File: src/rtl/nxpc_pkg.sv
package nxpc_pkg;
  typedef enum logic [1:0] {
    XFER_SEQ    = 2'b00,
    XFER_BRANCH = 2'b01,
    XFER_JAL    = 2'b10,
    XFER_JALR   = 2'b11
  } xfer_kind_e;

  localparam logic [2:0] CMP_EQ  = 3'b000;
  localparam logic [2:0] CMP_NE  = 3'b001;
  localparam logic [2:0] CMP_LT  = 3'b100;
  localparam logic [2:0] CMP_GE  = 3'b101;
  localparam logic [2:0] CMP_LTU = 3'b110;
  localparam logic [2:0] CMP_GEU = 3'b111;

  localparam int unsigned INSN_W = 32;
endpackage

File: src/rtl/nxpc_imm_gen.sv
module nxpc_imm_gen
  import nxpc_pkg::*;
#(
  parameter int unsigned XLEN = 32
) (
  input  logic [INSN_W-1:0] instr,
  output logic [XLEN-1:0]   b_off,
  output logic [XLEN-1:0]   j_off,
  output logic [XLEN-1:0]   i_off
);
  localparam int unsigned B_EXT = XLEN - 12;
  localparam int unsigned J_EXT = XLEN - 20;
  localparam int unsigned I_EXT = XLEN - 11;

  logic sgn;

  always_comb begin
    sgn   = instr[31];
    b_off = {{B_EXT{sgn}}, instr[7], instr[30:25], instr[11:8], 1'b0};
    j_off = {{J_EXT{sgn}}, instr[19:12], instr[20], instr[30:21], 1'b0};
    i_off = {{I_EXT{sgn}}, instr[30:20]};
  end
endmodule

File: src/rtl/nxpc_cond_eval.sv
module nxpc_cond_eval
  import nxpc_pkg::*;
#(
  parameter int unsigned XLEN = 32
) (
  input  logic [XLEN-1:0] opa,
  input  logic [XLEN-1:0] opb,
  input  logic [2:0]      br_fn,
  output logic            take
);
  localparam int unsigned EW = XLEN + 1;

  logic          signed_cmp;
  logic [EW-1:0] ext_a;
  logic [EW-1:0] ext_b;
  logic [EW-1:0] diff;
  logic          lt;
  logic          eq;

  always_comb begin
    signed_cmp = ~br_fn[1];
    ext_a      = {signed_cmp & opa[XLEN-1], opa};
    ext_b      = {signed_cmp & opb[XLEN-1], opb};
    diff       = ext_a - ext_b;
    lt         = diff[EW-1];
    eq         = (opa == opb);
    unique case (br_fn)
      CMP_EQ:          take = eq;
      CMP_NE:          take = ~eq;
      CMP_LT, CMP_LTU: take = lt;
      CMP_GE, CMP_GEU: take = ~lt;
      default:         take = 1'b0;
    endcase
  end
endmodule

File: src/rtl/nxpc_target.sv
module nxpc_target
  import nxpc_pkg::*;
#(
  parameter int unsigned XLEN = 32
) (
  input  logic [1:0]      kind,
  input  logic [XLEN-1:0] pc_in,
  input  logic [XLEN-1:0] opa,
  input  logic [XLEN-1:0] b_off,
  input  logic [XLEN-1:0] j_off,
  input  logic [XLEN-1:0] i_off,
  input  logic            cond,
  output logic [XLEN-1:0] nxt,
  output logic            redirect,
  output logic [XLEN-1:0] link
);
  localparam logic [XLEN-1:0] STEP = XLEN'(4);

  logic [XLEN-1:0] seq_pc;
  logic [XLEN-1:0] br_pc;
  logic [XLEN-1:0] jal_pc;
  logic [XLEN-1:0] jr_sum;

  always_comb begin
    seq_pc = pc_in + STEP;
    br_pc  = pc_in + b_off;
    jal_pc = pc_in + j_off;
    jr_sum = opa + i_off;
    link   = seq_pc;
    unique case (xfer_kind_e'(kind))
      XFER_BRANCH: begin
        redirect = cond;
        nxt      = cond ? br_pc : seq_pc;
      end
      XFER_JAL: begin
        redirect = 1'b1;
        nxt      = jal_pc;
      end
      XFER_JALR: begin
        redirect = 1'b1;
        nxt      = {jr_sum[XLEN-1:1], 1'b0};
      end
      default: begin
        redirect = 1'b0;
        nxt      = seq_pc;
      end
    endcase
  end
endmodule

File: src/rtl/nxpc_unit.sv
module nxpc_unit
  import nxpc_pkg::*;
#(
  parameter int unsigned XLEN       = 32,
  parameter int unsigned RST_STAGES = 2
) (
  input  logic            clk,
  input  logic            rst_n,
  input  logic            in_valid,
  input  logic [XLEN-1:0] pc_in,
  input  logic [1:0]      kind,
  input  logic [XLEN-1:0] opa,
  input  logic [XLEN-1:0] opb,
  input  logic [2:0]      br_fn,
  input  logic [31:0]     instr,
  output logic            out_valid,
  output logic [XLEN-1:0] next_pc,
  output logic            taken,
  output logic [XLEN-1:0] link_val,
  output logic            misalign
);
  logic [RST_STAGES-1:0] rst_pipe;
  logic                  rst_n_q;

  always_ff @(posedge clk or negedge rst_n) begin
    if (!rst_n) rst_pipe <= '0;
    else        rst_pipe <= {rst_pipe[RST_STAGES-2:0], 1'b1};
  end
  assign rst_n_q = rst_pipe[RST_STAGES-1];

  logic [XLEN-1:0] b_off, j_off, i_off;
  logic            cond;
  logic [XLEN-1:0] nxt_c, link_c;
  logic            redir_c;

  nxpc_imm_gen #(.XLEN(XLEN)) u_imm (
    .instr(instr), .b_off(b_off), .j_off(j_off), .i_off(i_off)
  );

  nxpc_cond_eval #(.XLEN(XLEN)) u_cmp (
    .opa(opa), .opb(opb), .br_fn(br_fn), .take(cond)
  );

  nxpc_target #(.XLEN(XLEN)) u_tgt (
    .kind(kind), .pc_in(pc_in), .opa(opa), .b_off(b_off), .j_off(j_off),
    .i_off(i_off), .cond(cond), .nxt(nxt_c), .redirect(redir_c), .link(link_c)
  );

  logic            vld_d;
  logic [XLEN-1:0] npc_d, link_d;
  logic            tkn_d, mis_d;

  always_comb begin
    vld_d  = in_valid;
    npc_d  = next_pc;
    link_d = link_val;
    tkn_d  = taken;
    mis_d  = misalign;
    if (in_valid) begin
      npc_d  = nxt_c;
      link_d = link_c;
      tkn_d  = redir_c;
      mis_d  = redir_c & nxt_c[1];
    end
  end

  always_ff @(posedge clk or negedge rst_n_q) begin
    if (!rst_n_q) begin
      out_valid <= 1'b0;
      next_pc   <= '0;
      link_val  <= '0;
      taken     <= 1'b0;
      misalign  <= 1'b0;
    end else begin
      out_valid <= vld_d;
      next_pc   <= npc_d;
      link_val  <= link_d;
      taken     <= tkn_d;
      misalign  <= mis_d;
    end
  end
endmodule

File: config.mk
export PLATFORM = sky130hd
export DESIGN_NAME = nxpc_unit
export DESIGN_NICKNAME = d
export VERILOG_FILES = /design/src/rtl/nxpc_pkg.sv /design/src/rtl/nxpc_imm_gen.sv /design/src/rtl/nxpc_cond_eval.sv /design/src/rtl/nxpc_target.sv /design/src/rtl/nxpc_unit.sv
export SDC_FILE = /design/constraint.sdc
export NUM_CORES = 1
export LEC_CHECK = 0
export ABC_CLOCK_PERIOD_IN_PS = 2700
export BUFFER_PORTS_ARGS = -buffer_cell sky130_fd_sc_hd__buf_2
export CORE_UTILIZATION = 35
export CTS_CLUSTER_DIAMETER = 50
export DETAILED_ROUTE_END_ITERATION = 16
export PLACE_DENSITY = 0.53
export SLEW_MARGIN = 20
export SYNTH_ARGS = -nofsm -noshare
export SYNTH_HDL_FRONTEND = slang
export SYNTH_SLANG_ARGS = --single-unit
File: constraint.sdc
create_clock -name clk -period 2.7 [get_ports clk]
set_input_delay 0.54 -clock clk [delete_from_list [all_inputs] [get_ports clk]]
set_output_delay 0.54 -clock clk [all_outputs]
set_load 0.05 [all_outputs]
==> run_results.csv <==
group,metric,value,unit
global_routing,globalRouteTotalUtil,27.77,%
layout,layout_common_cells,"buf_4, buf_2, a21oi_1, nor2_1, nand2_1",
global_routing,grt_first_pass_wirelength,57880,µm
sta,fmax,318.8,MHz
pwr,proportion_of_power_drawn_by_the_clock_network,20.6,%
layout,diodes,0,
floorplanning,row_count,58,
synthesis,yosysTopAreaCell,"dfrtp_1",
layout,post_route_standard_cell_area_excluding_fillers,14650,µm²
routing,ant_nets,0,
status,violations,"negative setup slack",
synthesis,synth_top_area_share,18.83,%
synthesis,post_synth_instance_area,9168,µm²
floorplanning,placeable_core_area,25470,µm²
sta,setup-violations-final,32,
sta,final.period_utilization,116.2,%
sta,finalWorstSetupSlack,-0.4371,ns
synthesis,synth_sequential_area_ratio,18.83,%
synthesis,synth.top_cells.by_area,"dfrtp_1, ha_1, a21oi_1, xnor2_1, nor2_1",
job,maxCapViolCount,0,
routing,dr.pass1.iters,5,
pwr,cell_internal_pwr,3550,µW
setup_path,crit_path_max_fanout,6,
routing,route.detailed.drc,0,
pwr,total_power,6137,µW
clock_network,h-tree-depth,3,
floorplanning,io_pins,203,
synthesis,ys_seq_elements,69,
floorplanning,floorplan_die_width,163.8,µm
clock_network,ctsRootBufferMaster,"clkbuf_16",
synthesis,mean_post_synth_cell_area,7.659,µm²
clock_network,cts_num_sinks,69,
routing,routed_via_density,5.375,
global_routing,total_global_routing_overflow,0,
layout,final_layout_size_suffix_gt1_share,42.86,%
layout,final_cells,2094,
setup_path,worst_ep_arrival_time,3.39,ns
placement,pre_cts_slack,-0.9195,ns
placement,place_congestion,0.9319,
placement,post_place_cell_area,13600,µm²
sta,slew_headroom,42.99,%
clock_network,clk_pin_slew,0.06,ns
setup_path,endpoint_kind_of_the_worst_setup_timing_path,"flip-flop",
routing,top_routing_layer_used,"met4",
clock_network,cts_tree,"done",
pwr,vdd.ir_drop.worst,466.5,µV
setup_path,worstPathRequired,2.96,ns
synthesis,number_of_flops_mapped_to_enable_cells_by_yosys,0,
sta,hold_slack,0.3604,ns
global_routing,number_of_antenna_violations_at_the_first_check_in_global_routing,0,
pwr,total_leakage_power,0.006993,µW
routing,detailroute.wirelength.met3,2346,µm
synthesis,synth_async_sr_flop_share,100.0,%
layout,final_nets,2004,
global_routing,number_of_global_route_vias_before_repair,10650,
floorplanning,start_util,35.99,%
status,status,"complete, but fails checks",
sta,timing.final.crit_period,3.137,ns
sta,unrepaired_setup_endpoints_after_global_routing,"yes",
synthesis,synth.distinct_cells,76,
layout,layout_commonest_cell,"buf_4",
routing,number_of_drc_markers_in_iteration_0,887,
clock_network,cts-buffers-inserted,9,
routing,wl_met1,18320,µm
clock_network,clk_latency_worst_skew_pair,0.33,ns
pwr,power_density,419.1,nW/µm²
sta,finalHoldViolCount,0,
synthesis,synth_cells,1197,
pwr,combinationalPowerShare,58.9,%
global_routing,pin_count_of_the_biggest_net_entering_global_routing,102,
pwr,power.sequential.fraction,20.5,%
sta,final_max_slew_viol_count,0,
synthesis,synthFlopType,"dfrtp_1",
floorplanning,fp.dieH,163.8,µm
routing,drt-wirelength-per-cell,17.84,µm
routing,wl,37350,µm
placement,numPortBuffers,195,
setup_path,crit_path_start_kind,"input port",
sta,tightest_slew,0.8552,ns
routing,vias,11260,
routing,met2_wl,16110,µm
placement,number_of_placed_instances_taps_included,2057,
placement,hpwl,31020,µm
layout,area_growth_syn_to_layout,59.75,%
clock_network,number_of_buffers_on_the_longest_clock_path,2,
sta,fin_worst_skew,0.004706,ns
setup_path,worst-setup-path-type,"input port to flip-flop",
worst_hold_path,holdCritPathClass,"flip-flop to flip-flop",
pwr,total_switching_power,2587,µW
floorplanning,die-area,26840,µm²
pwr,switching_share,42.16,%
synthesis,yosysWarningCount,0,
synthesis,syn-num-nets,1442,
kinds of logic after synthesis:
family                   after synthesis  synth area share, %
AO/OA/AOI/OAI                        441                31.69
adder cells (fa/ha/maj)              109                15.12
buffers and inverters                119                4.927
other                                  1              0.04091
XOR/XNOR                              99                9.458
AND/OR/NAND/NOR                      337                17.11
multiplexers                          22                2.812
flip-flops                            69                18.83
routing by layer:
metal,global-route usage (%),up-vias
met5,0,-
met4,6.397,0
met3,2.449,41
met2,43.07,374
met1,41.15,5245
li1,-,5595
state kept, by name (all words and copies together), names as in the netlist:
register,cells
rst_pipe,2
misalign,1
taken,1
link_val,32
out_valid,1
next_pc,32
layout make-up:
class | instances | area, µm²
inverters | 67 | 276.5
multi-input cells | 1009 | 7766
clock inverters | 4 | 72.57
flip-flops and latches | 69 | 1728
well taps | 330 | 412.9
fillers | 2406 | 10830
repair buffers | 603 | 4143
clock buffers | 12 | 246.5
synth_stat cells, types with 24 or more instances:
master and number:
o21ai_0 73, nor3_1 24, dfrtp_1 69, inv_1 65, ha_1 106, nand2_1 91, clkbuf_1 43, nand3_1 37
xnor2_1 62, nor2_1 107, a21o_1 46, xor2_1 37, a21oi_1 135
per-stage QoR:
step	setup TNS (ns)	utilization (%)
final	-9.730	57.50
after global routing	-11.10	57.50
after CTS	-9.408	55.89
after detailed placement	-25.66	53.40
after global placement	-24.43	53.40
after floorplan	-9.456	-
path summary, 6_finish.rpt:
kind / start / end / slack [ns] / cells after the start
setup reg to reg: rst_pipe[1] / link_val[20] / 1.68 / 1
hold / removal: rst_pipe[0] / rst_pipe[1] / 0.36 / 0
max in group asynchronous: rst_pipe[1] / link_val[20] / 1.68 / 1
hold reg to reg: rst_pipe[0] / rst_pipe[1] / 0.36 / 0
setup / recovery: opb[30] / next_pc[11] / -0.44 / 12
min in group asynchronous: rst_pipe[1] / link_val[6] / 0.45 / 1
worst max-delay path, stage by stage:
cell and delay [ns]:
buf_8 0.10, inv_4 0.05, ha_4 0.20, a21oi_2 0.14, nand2_1 0.11, a221o_1 0.32
a211o_1 0.25, or4b_4 0.61, nand3_4 0.17, mux2_4 0.32, mux4_2 0.47, o21ai_2 0.12
power by group through the flow:
stage | logic [µW] | clock network [µW] | registers [µW]
2_1_floorplan | 1430 | 0 | 1760
3_3_place_gp | 3340 | 0 | 1270
3_5_place_dp | 3360 | 0 | 1280
4_1_cts | 3460 | 1280 | 1260
5_1_grt | 3880 | 1320 | 1280
6_report | 3610 | 1270 | 1260
what timing repair did:
item                                    in CTS  in global routing
setup buffers                               15                  6
gates resized for setup                     46                 69
pin swaps                                   33                 47
gates cloned                                 0                  0
hold endpoints to repair                     2                  0
hold buffers                                 1                  0
endpoints found under the setup margin      33                 33
Note: power is estimated with default switching activity, not from simulation.
